[src/rtl/dwt_pkg.sv]
package dwt_pkg;

    typedef enum logic [2:0] {
        ST_IDLE,
        ST_MATCH,
        ST_FETCH,
        ST_WAIT,
        ST_RESP
    } dwt_state_e;

    localparam logic [1:0] ERR_OK     = 2'd0;
    localparam logic [1:0] ERR_NOHIT  = 2'd1;
    localparam logic [1:0] ERR_BADPTE = 2'd2;

    localparam logic [1:0] KIND_BASE  = 2'd0;
    localparam logic [1:0] KIND_MASK  = 2'd1;
    localparam logic [1:0] KIND_TBASE = 2'd2;
    localparam logic [1:0] KIND_FLUSH = 2'd3;

    localparam int EN_BIT = 0;
    localparam int SG_BIT = 1;

    // Reset window image for 32-bit bus addresses and 40-bit physical addresses
    localparam logic [127:0] RST_BASE  = {32'h0000_0000, 32'hC000_0003,
                                          32'h8000_0001, 32'h0080_0003};
    localparam logic [127:0] RST_MASK  = {32'h0000_0000, 32'h3FF0_0000,
                                          32'h3FF0_0000, 32'h0070_0000};
    localparam logic [159:0] RST_TBASE = {40'h00_0000_0000, 40'h20_0000_0000,
                                          40'h00_0000_0000, 40'h10_0000_0000};

endpackage

[src/rtl/dwt_regs.sv]
module dwt_regs
    import dwt_pkg::*;
#(
    parameter int NWIN    = 4,
    parameter int ADDR_W  = 32,
    parameter int PA_W    = 40,
    parameter int WIN_LSB = 20,
    parameter logic [NWIN*ADDR_W-1:0] DEF_BASE  = '0,
    parameter logic [NWIN*ADDR_W-1:0] DEF_MASK  = '0,
    parameter logic [NWIN*PA_W-1:0]   DEF_TBASE = '0
) (
    input  logic                              clk,
    input  logic                              rst_n,
    input  logic                              we,
    input  logic [$clog2(NWIN)-1:0]           win,
    input  logic [1:0]                        kind,
    input  logic [PA_W-1:0]                   wdata,
    output logic [NWIN-1:0][ADDR_W-1:0]       base_o,
    output logic [NWIN-1:0][ADDR_W-1:0]       mask_o,
    output logic [NWIN-1:0][PA_W-1:0]         tbase_o,
    output logic                              flush_o
);

    localparam logic [ADDR_W-1:0] BASE_KEEP =
        {{(ADDR_W-WIN_LSB){1'b1}}, {(WIN_LSB-2){1'b0}}, 2'b11};
    localparam logic [ADDR_W-1:0] MASK_KEEP =
        {{(ADDR_W-WIN_LSB){1'b1}}, {WIN_LSB{1'b0}}};

    assign flush_o = we && (kind == KIND_FLUSH);

    for (genvar w = 0; w < NWIN; w++) begin : g_win
        logic sel;
        assign sel = we && (win == w[$clog2(NWIN)-1:0]);

        always_ff @(posedge clk or negedge rst_n) begin
            if (!rst_n) begin
                base_o[w]  <= DEF_BASE[w*ADDR_W +: ADDR_W] & BASE_KEEP;
                mask_o[w]  <= DEF_MASK[w*ADDR_W +: ADDR_W] & MASK_KEEP;
                tbase_o[w] <= DEF_TBASE[w*PA_W +: PA_W];
            end else if (sel) begin
                unique case (kind)
                    KIND_BASE:  base_o[w]  <= wdata[ADDR_W-1:0] & BASE_KEEP;
                    KIND_MASK:  mask_o[w]  <= wdata[ADDR_W-1:0] & MASK_KEEP;
                    KIND_TBASE: tbase_o[w] <= wdata;
                    default:    ;
                endcase
            end
        end
    end

endmodule

[src/rtl/dwt_decode.sv]
module dwt_decode
    import dwt_pkg::*;
#(
    parameter int NWIN    = 4,
    parameter int ADDR_W  = 32,
    parameter int PA_W    = 40,
    parameter int WIN_LSB = 20
) (
    input  logic [ADDR_W-1:0]                 addr,
    input  logic [NWIN-1:0][ADDR_W-1:0]       base,
    input  logic [NWIN-1:0][ADDR_W-1:0]       mask,
    input  logic [NWIN-1:0][PA_W-1:0]         tbase,
    output logic                              hit,
    output logic [$clog2(NWIN)-1:0]           win,
    output logic                              sg,
    output logic [ADDR_W-1:0]                 offset,
    output logic [PA_W-1:0]                   tbase_sel
);

    localparam int HI_W = ADDR_W - WIN_LSB;

    logic [NWIN-1:0]             hit_vec;
    logic [NWIN-1:0][ADDR_W-1:0] off_vec;

    for (genvar w = 0; w < NWIN; w++) begin : g_cmp
        logic [HI_W-1:0] hi_mask;
        assign hi_mask    = mask[w][ADDR_W-1:WIN_LSB];
        assign hit_vec[w] = base[w][EN_BIT] &&
            ((addr[ADDR_W-1:WIN_LSB] & ~hi_mask) == base[w][ADDR_W-1:WIN_LSB]);
        assign off_vec[w] = addr & {hi_mask, {WIN_LSB{1'b1}}};
    end

    // Lowest index wins: scan from the top so lower windows overwrite
    always_comb begin
        hit       = 1'b0;
        win       = '0;
        sg        = 1'b0;
        offset    = '0;
        tbase_sel = '0;
        for (int w = NWIN - 1; w >= 0; w--) begin
            if (hit_vec[w]) begin
                hit       = 1'b1;
                win       = w[$clog2(NWIN)-1:0];
                sg        = base[w][SG_BIT];
                offset    = off_vec[w];
                tbase_sel = tbase[w];
            end
        end
    end

endmodule

[src/rtl/dwt_tlb.sv]
module dwt_tlb #(
    parameter int ENTRIES = 8,
    parameter int TAG_W   = 21,
    parameter int PFN_W   = 27
) (
    input  logic             clk,
    input  logic             rst_n,
    input  logic             flush,
    input  logic [TAG_W-1:0] lk_tag,
    output logic             lk_hit,
    output logic [PFN_W-1:0] lk_pfn,
    input  logic             fill_en,
    input  logic [TAG_W-1:0] fill_tag,
    input  logic [PFN_W-1:0] fill_pfn
);

    localparam int PTR_W = (ENTRIES > 1) ? $clog2(ENTRIES) : 1;

    logic [ENTRIES-1:0]            vld_q;
    logic [ENTRIES-1:0][TAG_W-1:0] tag_q;
    logic [ENTRIES-1:0][PFN_W-1:0] pfn_q;
    logic [PTR_W-1:0]              ptr_q;
    logic [ENTRIES-1:0]            match;

    for (genvar e = 0; e < ENTRIES; e++) begin : g_ent
        assign match[e] = vld_q[e] && (tag_q[e] == lk_tag);

        always_ff @(posedge clk or negedge rst_n) begin
            if (!rst_n) begin
                vld_q[e] <= 1'b0;
                tag_q[e] <= '0;
                pfn_q[e] <= '0;
            end else if (flush) begin
                vld_q[e] <= 1'b0;
            end else if (fill_en && (ptr_q == e[PTR_W-1:0])) begin
                vld_q[e] <= 1'b1;
                tag_q[e] <= fill_tag;
                pfn_q[e] <= fill_pfn;
            end
        end
    end

    always_comb begin
        lk_hit = |match;
        lk_pfn = '0;
        for (int e = 0; e < ENTRIES; e++) begin
            if (match[e]) lk_pfn = pfn_q[e];
        end
    end

    always_ff @(posedge clk or negedge rst_n) begin
        if (!rst_n) begin
            ptr_q <= '0;
        end else if (fill_en && !flush) begin
            ptr_q <= (ptr_q == PTR_W'(ENTRIES - 1)) ? '0 : ptr_q + 1'b1;
        end
    end

endmodule

[src/rtl/dwt_translator.sv]
module dwt_translator
    import dwt_pkg::*;
#(
    parameter int NWIN       = 4,
    parameter int ADDR_W     = 32,
    parameter int PA_W       = 40,
    parameter int PTE_W      = 64,
    parameter int PAGE_SHIFT = 13,
    parameter int WIN_LSB    = 20,
    parameter int TLB_N      = 8,
    parameter logic [NWIN*ADDR_W-1:0] DEF_BASE  = RST_BASE,
    parameter logic [NWIN*ADDR_W-1:0] DEF_MASK  = RST_MASK,
    parameter logic [NWIN*PA_W-1:0]   DEF_TBASE = RST_TBASE
) (
    input  logic                    clk,
    input  logic                    rst_n,
    input  logic                    reg_we,
    input  logic [$clog2(NWIN)-1:0] reg_win,
    input  logic [1:0]              reg_kind,
    input  logic [PA_W-1:0]         reg_wdata,
    input  logic                    req_valid,
    output logic                    req_ready,
    input  logic [ADDR_W-1:0]       req_addr,
    output logic                    rsp_valid,
    input  logic                    rsp_ready,
    output logic [PA_W-1:0]         rsp_paddr,
    output logic [1:0]              rsp_err,
    output logic                    rsp_walked,
    output logic                    tbl_req,
    output logic [PA_W-1:0]         tbl_addr,
    input  logic                    tbl_rvalid,
    input  logic [PTE_W-1:0]        tbl_rdata
);

    localparam int WIN_W  = $clog2(NWIN);
    localparam int PG_W   = ADDR_W - PAGE_SHIFT;
    localparam int TAG_W  = WIN_W + PG_W;
    localparam int PFN_W  = PA_W - PAGE_SHIFT;
    localparam int IDX_W  = PG_W + 3;

    dwt_state_e state_q, state_d;

    logic [NWIN-1:0][ADDR_W-1:0] base_w, mask_w;
    logic [NWIN-1:0][PA_W-1:0]   tbase_w;
    logic                        flush;

    logic                        dec_hit, dec_sg;
    logic [WIN_W-1:0]            dec_win;
    logic [ADDR_W-1:0]           dec_off;
    logic [PA_W-1:0]             dec_tbase;

    logic [ADDR_W-1:0]           addr_q;
    logic [TAG_W-1:0]            lk_tag, tag_q;
    logic                        tlb_hit;
    logic [PFN_W-1:0]            tlb_pfn;
    logic                        fill_en;
    logic                        inv_seen_q;
    logic                        pte_ok;

    logic [PA_W-1:0]             paddr_q, tbl_addr_q;
    logic [1:0]                  err_q;
    logic                        walked_q;

    dwt_regs #(
        .NWIN(NWIN), .ADDR_W(ADDR_W), .PA_W(PA_W), .WIN_LSB(WIN_LSB),
        .DEF_BASE(DEF_BASE), .DEF_MASK(DEF_MASK), .DEF_TBASE(DEF_TBASE)
    ) u_regs (
        .clk(clk), .rst_n(rst_n), .we(reg_we), .win(reg_win),
        .kind(reg_kind), .wdata(reg_wdata),
        .base_o(base_w), .mask_o(mask_w), .tbase_o(tbase_w), .flush_o(flush)
    );

    dwt_decode #(
        .NWIN(NWIN), .ADDR_W(ADDR_W), .PA_W(PA_W), .WIN_LSB(WIN_LSB)
    ) u_dec (
        .addr(addr_q), .base(base_w), .mask(mask_w), .tbase(tbase_w),
        .hit(dec_hit), .win(dec_win), .sg(dec_sg),
        .offset(dec_off), .tbase_sel(dec_tbase)
    );

    assign lk_tag = {dec_win, addr_q[ADDR_W-1:PAGE_SHIFT]};
    assign pte_ok = tbl_rdata[0];

    dwt_tlb #(
        .ENTRIES(TLB_N), .TAG_W(TAG_W), .PFN_W(PFN_W)
    ) u_tlb (
        .clk(clk), .rst_n(rst_n), .flush(flush),
        .lk_tag(lk_tag), .lk_hit(tlb_hit), .lk_pfn(tlb_pfn),
        .fill_en(fill_en), .fill_tag(tag_q), .fill_pfn(tbl_rdata[PFN_W:1])
    );

    // A flush that lands during or at the end of a table read blocks the fill
    assign fill_en = (state_q == ST_WAIT) && tbl_rvalid && pte_ok &&
                     !inv_seen_q && !flush;

    // State register
    always_ff @(posedge clk or negedge rst_n) begin
        if (!rst_n) state_q <= ST_IDLE;
        else        state_q <= state_d;
    end

    // Next state
    always_comb begin
        state_d = state_q;
        unique case (state_q)
            ST_IDLE:  if (req_valid) state_d = ST_MATCH;
            ST_MATCH: state_d = (dec_hit && dec_sg && !tlb_hit) ? ST_FETCH : ST_RESP;
            ST_FETCH: state_d = ST_WAIT;
            ST_WAIT:  if (tbl_rvalid) state_d = ST_RESP;
            ST_RESP:  if (rsp_ready) state_d = ST_IDLE;
            default:  state_d = ST_IDLE;
        endcase
    end

    // Outputs
    always_comb begin
        req_ready  = (state_q == ST_IDLE);
        rsp_valid  = (state_q == ST_RESP);
        tbl_req    = (state_q == ST_FETCH);
        tbl_addr   = tbl_addr_q;
        rsp_paddr  = paddr_q;
        rsp_err    = err_q;
        rsp_walked = walked_q;
    end

    // Datapath registers
    always_ff @(posedge clk or negedge rst_n) begin
        if (!rst_n) begin
            addr_q     <= '0;
            tag_q      <= '0;
            paddr_q    <= '0;
            tbl_addr_q <= '0;
            err_q      <= ERR_OK;
            walked_q   <= 1'b0;
            inv_seen_q <= 1'b0;
        end else begin
            unique case (state_q)
                ST_IDLE: begin
                    if (req_valid) addr_q <= req_addr;
                end
                ST_MATCH: begin
                    tag_q      <= lk_tag;
                    inv_seen_q <= 1'b0;
                    walked_q   <= 1'b0;
                    tbl_addr_q <= dec_tbase +
                        {{(PA_W-IDX_W){1'b0}}, dec_off[ADDR_W-1:PAGE_SHIFT], 3'b000};
                    if (!dec_hit) begin
                        err_q   <= ERR_NOHIT;
                        paddr_q <= '0;
                    end else if (!dec_sg) begin
                        err_q   <= ERR_OK;
                        paddr_q <= {{(PA_W-ADDR_W){1'b0}}, dec_off};
                    end else if (tlb_hit) begin
                        err_q   <= ERR_OK;
                        paddr_q <= {tlb_pfn, addr_q[PAGE_SHIFT-1:0]};
                    end
                end
                ST_FETCH: begin
                    if (flush) inv_seen_q <= 1'b1;
                end
                ST_WAIT: begin
                    if (flush) inv_seen_q <= 1'b1;
                    if (tbl_rvalid) begin
                        walked_q <= 1'b1;
                        if (pte_ok) begin
                            err_q   <= ERR_OK;
                            paddr_q <= {tbl_rdata[PFN_W:1], addr_q[PAGE_SHIFT-1:0]};
                        end else begin
                            err_q   <= ERR_BADPTE;
                            paddr_q <= '0;
                        end
                    end
                end
                ST_RESP: ;
                default: ;
            endcase
        end
    end

endmodule

[config.mk]
export PLATFORM = sky130hd
export DESIGN_NAME = dwt_translator
export DESIGN_NICKNAME = d
export VERILOG_FILES = /design/src/rtl/dwt_pkg.sv /design/src/rtl/dwt_regs.sv /design/src/rtl/dwt_decode.sv /design/src/rtl/dwt_tlb.sv /design/src/rtl/dwt_translator.sv
export SDC_FILE = /design/constraint.sdc
export NUM_CORES = 2
export LEC_CHECK = 0
export ABC_AREA = 1
export CORE_UTILIZATION = 40
export DETAILED_ROUTE_END_ITERATION = 12
export HOLD_SLACK_MARGIN = 0.15
export MAX_ROUTING_LAYER = met4
export SLEW_MARGIN = 25
export SYNTH_ARGS = -nofsm -noshare
export SYNTH_HDL_FRONTEND = slang
export SYNTH_HIERARCHICAL = 1
export SYNTH_SLANG_ARGS = --single-unit
[constraint.sdc]
create_clock -name clk -period 4.8 [get_ports clk]
set_clock_uncertainty 0.1 [all_clocks]
set_input_delay 0.96 -clock clk [delete_from_list [all_inputs] [get_ports clk]]
set_output_delay 0.96 -clock clk [all_outputs]
set_load 0.03 [all_outputs]
# --- After elaboration in Yosys (flattened, before gate mapping) ---
# Index checks and enable logic that the tools add are counted.
totals:
  reg_bits: 799
  inputBits: 146
  output_inout_bits: 86
  word_cells: 236
op_classes:
  addsub: 2
  eq_ne: 34
  mux: 66
  n_bitwise: 13
  n_reduce_logical: 76
ops:
  columns: ["op", "count"]
  rows:
  - ["40-bit two-way mux", 9]
  - ["27-bit two-way mux", 8]
  - ["21-bit == test", 8]
  - ["32-bit bitwise AND", 4]
  - ["32-bit two-way mux", 4]
  - ["40-bit one-hot mux with 2 select lines", 1]
  - ["12-bit bitwise AND", 4]
  - ["12-bit == test", 4]
  - ["12-bit NOT", 4]
  - ["2-bit AND reduction", 23]
  - ["40-bit by 22-bit adder with 40-bit output", 1]
  - ["1-bit logical AND", 32]
  - ["1-bit two-way mux", 26]
  - ["2-bit nonzero test", 10]
  - ["2-bit two-way mux", 9]
  - ["3-bit == test, second input constant", 5]
  - ["3-bit two-way mux", 5]
  - ["3-bit one-hot mux with 5 select lines", 1]
  - ["3-bit by 2-bit == test with 1-bit output, second input constant", 4]
  - ["2-bit == test, second input constant", 4]
  - ["8-bit OR reduction", 1]
  - ["3-bit by 1-bit == test with 1-bit output, second input constant", 2]
  - ["3-bit logical NOT", 2]
  - ["3-bit AND reduction", 2]
  - ["11 further kinds", 18]

# --- Depth between registers and ports, before layout ---
logic_depth:
  word_depth: 22
  mapped_depth: 34
  depth_no_buf: 30

# --- By module ---
# The synthesis kept the hierarchy.
modules_own_cells:
  columns: ["module", "instances", "cells_per_inst", "area_each_um2", "seq_area_each_um2"]
  rows:
  - ["dwt_tlb", 1, 2430, 18771.8, 9884.5]
  - ["dwt_regs", 1, 1382, 11831.3, 6648.9]
  - ["dwt_translator", 1, 1026, 7876.3, 3503.4]
  - ["dwt_decode", 1, 1012, 4297.9, 0.0]

# --- Worst setup path before layout ---
# Ideal clock, no wire load.
synth_timing:
  path_type: "flip-flop to flip-flop"
  startpoint: "register addr_q[26]"
  endpoint: "register paddr_q[10] (netlist: rsp_paddr[10])"
  setup_ps: 65
  arrival_ps: 3742
  required_ps: 4635
  path_slack_ps: 893
  stages_incl_launch_ff: 32
  n_path_buf: 6
  synth_period_minus_slack_ps: 3907
  cell_sequence: "dfrtp_1 buf_2 a21boi_0 inv_1 nand3b_1 nor2_4 nand2_2 buf_4 buf_6 nand2_1 a21oi_1 inv_2 buf_6 nand2_1 o21ai_0 nor2_1 o2111ai_1 nor2_1 nand2_1 nor2_1 inv_2 nand2_2 buf_4 nor2_1 nand4_1 nor2_1 nand3_1 nand3_2 inv_2 clkbuf_1 nand2_1 nand2_1"
synth_between:
  elab_chain_len: 12
  word_cells_on_any_way: 50
  classes_between: "13 x eq/ne; 19 x mux; 4 x bitwise; 14 x reduce/logical"
synth_lines:
  columns: ["item", "line", "text"]
  rows:
  - ["start, declared", "dwt_translator.sv:52", "logic [ADDR_W-1:0] addr_q;"]
  - ["start signal, assigned", "dwt_translator.sv:139", "if (req_valid) addr_q <= req_addr;"]
  - ["12-bit bitwise AND", "dwt_decode.sv:29", "((addr[ADDR_W-1:WIN_LSB] & ~hi_mask) == base[w][ADDR_W-1:WIN_LSB]);"]
  - ["12-bit == test", "dwt_decode.sv:29", null]
  - ["1-bit logical AND", "dwt_decode.sv:28", "assign hit_vec[w] = base[w][EN_BIT] &&"]
  - ["2-bit two-way mux (3 in a row)", "dwt_decode.sv:41", "if (hit_vec[w]) begin"]
  - ["2-bit two-way mux (*)", "dwt_decode.sv:41", null]
  - ["net dec_win[0]", "dwt_translator.sv:48", "logic [WIN_W-1:0] dec_win;"]
  - ["21-bit == test", "dwt_tlb.sv:26", "assign match[e] = vld_q[e] && (tag_q[e] == lk_tag);"]
  - ["1-bit logical AND", "dwt_tlb.sv:26", null]
  - ["8-bit OR reduction (*)", "dwt_tlb.sv:44", "lk_hit = |match;"]
  - ["net tlb_hit", "dwt_translator.sv:54", "logic tlb_hit;"]
  - ["4-bit inequality test (no source line) (*)", null, null]
  - ["3-bit AND reduction (no source line) (*)", null, null]
  - ["end signal, assigned", "dwt_translator.sv:152", "paddr_q <= {{(PA_W-ADDR_W){1'b0}}, dec_off};"]
  - ["end signal, assigned", "dwt_translator.sv:155", "paddr_q <= {tlb_pfn, addr_q[PAGE_SHIFT-1:0]};"]
  - ["end signal, assigned", "dwt_translator.sv:167", "paddr_q <= {tbl_rdata[PFN_W:1], addr_q[PAGE_SHIFT-1:0]};"]
  - ["end, declared", "dwt_translator.sv:60", "logic [PA_W-1:0] paddr_q, tbl_addr_q;"]
# Mark *: on every way through the listed nets, which the timed path passes. The rest lies on a longest branch.
# A chain may end at the register's enable or synchronous reset.

# --- Worst setup path after layout ---
layout_timing:
  startpoint: "register addr_q[27]"
  endpoint: "register tbl_addr_q[21] (netlist: tbl_addr[21])"
layout_between:
  elab_chain_len: 8
  word_cells_on_any_way: 25
  classes_between: "1 x add/sub; 4 x eq/ne; 8 x mux; 8 x bitwise; 4 x reduce/logical"
layout_lines:
  columns: ["item", "line", "text"]
  rows:
  - ["12-bit bitwise AND", "dwt_decode.sv:29", null]
  - ["12-bit == test", "dwt_decode.sv:29", null]
  - ["1-bit logical AND", "dwt_decode.sv:28", null]
  - ["32-bit two-way mux (3 in a row)", "dwt_decode.sv:41", null]
  - ["32-bit two-way mux (*)", "dwt_decode.sv:41", null]
  - ["net dec_off[30]", "dwt_translator.sv:49", "logic [ADDR_W-1:0] dec_off;"]
  - ["40-bit by 22-bit adder with 40-bit output (*)", "dwt_translator.sv:145", "tbl_addr_q <= dec_tbase +"]
  - ["end signal, assigned", "dwt_translator.sv:145", null]
  - ["end, declared", "dwt_translator.sv:60", null]
# Marked as above.

==> metrics.txt <==
# TYPE chip_impl_metric gauge
chip_impl_info{name="run_status",value="finished clean"} 1
chip_impl_metric{name="critPathMaxStageDelay",unit="ps"} 500
chip_impl_metric{name="period_utilization_post_route",unit=""} 0.926
chip_impl_info{name="critical_path.reg2reg.endpoint",value="tbl_addr[21]$_DFFE_PN0P_"} 1
chip_impl_metric{name="maximum_number_of_pins_on_one_net_before_global_route_repair",unit=""} 142
chip_impl_metric{name="vdd_drop_max",unit="mV"} 0.300
chip_impl_metric{name="numPlacedInstances",unit=""} 7084
chip_impl_metric{name="wl",unit="um"} 140000
chip_impl_metric{name="post_drt_wl_per_cell",unit="um"} 19.4
chip_impl_metric{name="p_total",unit="mW"} 19.8
chip_impl_metric{name="fp.dieH",unit="um"} 325
chip_impl_metric{name="effective_utilization_at_floorplan",unit=""} 0.406
chip_impl_metric{name="hold_slack_final",unit="ps"} 223
chip_impl_info{name="commonest_cells_after_routing_fill_and_taps_aside",value="2430 x nand2_1, 761 x dfrtp_1, 516 x o21ai_0"} 1
chip_impl_metric{name="worstMarginPinSlew",unit="ps"} 1000
chip_impl_metric{name="grt_usage",unit=""} 0.272
chip_impl_metric{name="first_global_vias",unit=""} 35300
chip_impl_metric{name="max_clock_buf_depth",unit=""} 3
chip_impl_metric{name="antenna_found_initial",unit=""} 5
chip_impl_metric{name="vias_per_cell",unit=""} 5.17
chip_impl_metric{name="std_cell_rows",unit=""} 117
chip_impl_info{name="root_buffer",value="clkbuf_16"} 1
chip_impl_metric{name="synth_area_per_cell",unit="um^2"} 7.31
chip_impl_metric{name="syn2layout_area_growth",unit="%"} 16.1
chip_impl_info{name="tritoncts",value="done"} 1
chip_impl_metric{name="floorplan.io_pins",unit=""} 232
chip_impl_metric{name="slew_violations",unit=""} 0
chip_impl_metric{name="post_synth_design_cell_area",unit="um^2"} 41600
chip_impl_metric{name="die_w",unit="um"} 325
chip_impl_metric{name="syn-num-nets",unit=""} 5869
chip_impl_metric{name="port_buffers",unit=""} 195
chip_impl_metric{name="critical_path_arrival",unit="ps"} 4880
chip_impl_metric{name="leakage",unit="nW"} 24.0
chip_impl_metric{name="placeableCoreArea",unit="um^2"} 102000
chip_impl_metric{name="yosys_warnings",unit=""} 6
chip_impl_metric{name="max_cap_viol_count",unit=""} 0
chip_impl_metric{name="clkSlewWorstSetupHoldPaths",unit="ps"} 60
chip_impl_info{name="timing.critical_path.mode_cell",value="nand2_1"} 1
chip_impl_metric{name="ff2ff_path_depth",unit=""} 22
chip_impl_info{name="worstSetupPathType",value="reg -> reg"} 1
chip_impl_metric{name="clk-insertion-delay-late",unit="ps"} 670
chip_impl_metric{name="drt_drc_violations_left",unit=""} 0
chip_impl_metric{name="cts_max_level",unit=""} 3
chip_impl_metric{name="setup_viol",unit=""} 0
chip_impl_info{name="grt_setup_unrepaired",value="no"} 1
chip_impl_info{name="critPathSlowestCell",value="dfrtp_1"} 1
chip_impl_info{name="setup.worst_path.end_class",value="register"} 1
chip_impl_metric{name="timing.fmax",unit="MHz"} 225
chip_impl_metric{name="worst_slack",unit="ps"} 353
chip_impl_metric{name="design.final.nets",unit=""} 5982
chip_impl_info{name="rr_startpoint",value="addr_q[27]$_DFFE_PN0P_"} 1
chip_impl_metric{name="syn_inst",unit=""} 5697
chip_impl_metric{name="hpwl",unit="um"} 92400
chip_impl_metric{name="final_layout_size_suffix_gt1_frac",unit=""} 0.0726
chip_impl_metric{name="worst-path-max-fanout",unit=""} 21
chip_impl_metric{name="antenna_violating_nets_post_route",unit=""} 0
chip_impl_metric{name="dp_worst_setup_slack",unit="ps"} 301
chip_impl_metric{name="post_cts.repair.setup_buffers",unit=""} 0
chip_impl_metric{name="cts.hold.buffers_added",unit=""} 0
chip_impl_metric{name="globalplace.congestion",unit=""} 0.946
chip_impl_info{name="timing.hold.worst.class",value="in -> async"} 1
chip_impl_metric{name="min_period",unit="ps"} 4450
chip_impl_metric{name="overflow_after_grt",unit=""} 0
chip_impl_metric{name="crit_required",unit="ps"} 5230
chip_impl_metric{name="drt_first_pass_iters",unit=""} 6
chip_impl_metric{name="tritoncts_num_sinks",unit=""} 799
chip_impl_metric{name="totalNegativeSetupSlack",unit="ps"} 0
chip_impl_info{name="layout.cells.most_common",value="nand2_1"} 1
chip_impl_metric{name="grt_pass1_wl",unit="um"} 216000
chip_impl_metric{name="slew_headroom",unit=""} 0.329
chip_impl_metric{name="worst-r2r-setup-slack",unit="ps"} 350
chip_impl_metric{name="finalHoldViolCount",unit=""} 0
chip_impl_metric{name="vias",unit=""} 37500
chip_impl_info{name="cell_breakdown_of_the_critical_path",value="buf_4, nand2_1, nand2_1, nand2_1, nor2_1, nand2_1, nor2_1, nand2_2, nand2_2, buf_6, nor2_1, nand2_1, nand2_1, nor2_1, ha_1, a21oi_1, o21ai_0, nor2_1, nand2_1, xnor2_1, buf_4, o21ai_0"} 1
chip_impl_metric{name="power-per-cell-area",unit="nW/um^2"} 409
chip_impl_metric{name="cts_repair_resize_count",unit=""} 0
chip_impl_metric{name="dieArea",unit="um^2"} 105000
chip_impl_metric{name="cts_bufs_inserted",unit=""} 91
chip_impl_info{name="critPathLaunchType",value="register"} 1
chip_impl_metric{name="detail_route.iter0.violations",unit=""} 3576
chip_impl_metric{name="finalNonFillerCells",unit=""} 7253
[worst max path at each step]
stage                                start                   endpoint  cells after the start
floorplan           addr_q[26]$_DFFE_PN0P_  rsp_paddr[10]$_DFFE_PN0P_                     31
global placement    addr_q[28]$_DFFE_PN0P_  rsp_paddr[20]$_DFFE_PN0P_                     28
detailed placement  addr_q[25]$_DFFE_PN0P_   rsp_paddr[6]$_DFFE_PN0P_                     28
CTS                 addr_q[25]$_DFFE_PN0P_  rsp_paddr[27]$_DFFE_PN0P_                     28
global route        addr_q[27]$_DFFE_PN0P_   tbl_addr[32]$_DFFE_PN0P_                     27
finish              addr_q[27]$_DFFE_PN0P_   tbl_addr[21]$_DFFE_PN0P_                     22
[critical path, delay by kind of cell, from the launching register on]
family / cells / cell delay [ps]
AOI/OAI and AO/OA: 3 / 470
buffers and inverters: 3 / 770
xor gates and xnor gates: 1 / 280
and+or+nand+nor: 14 / 1790
DFF: 1 / 500
adders and majority gates: 1 / 400
[cell type report]
cell class	count	area [um^2]
repair buffers	330	3310
flip-flops and latches	799	20000
well taps	1368	1710
diodes	2	5.00
fillers	10400	54100
multi-input cells	4100	18400
inverters	488	1830
clock inverters	42	448
clock buffers	124	2610
[sequential cells by signal, summed over array words and instances, names as in the netlist]
register / count
addr_q: 32
inv_seen_q: 1
rsp_err: 2
rsp_paddr: 40
rsp_walked: 1
state_q: 3
tag_q: 21
tbl_addr: 40
u_regs/base_o: 56
u_regs/mask_o: 48
u_regs/tbase_o: 160
u_tlb/pfn_q: 216
u_tlb/ptr_q: 3
u_tlb/tag_q: 168
u_tlb/vld_q: 8
[report_power, final]
group	switching (mW)	internal, mW	leakage (nW)
registers	0.690	7.55	10.6
clock network	2.98	4.20	1.51
logic	3.04	1.32	11.9
total	6.71	13.1	24.0
[metrics by stage]
step / utilization / area (um^2)
after floorplan: - / 41600
after global placement: 0.441 / 45200
after detailed placement: 0.441 / 45200
after CTS: 0.471 / 48300
after global routing: 0.472 / 48300
final: 0.472 / 48300
[layer usage]
metal	vias up	track usage	routed length (um)
met1	17900	0.368	62600
met2	1228	0.429	65000
met5	-	-	0
met4	0	0.0790	4050
li1	18200	-	-
met3	219	0.0329	8690
No activity file was read; power rests on OpenSTA's default activity.
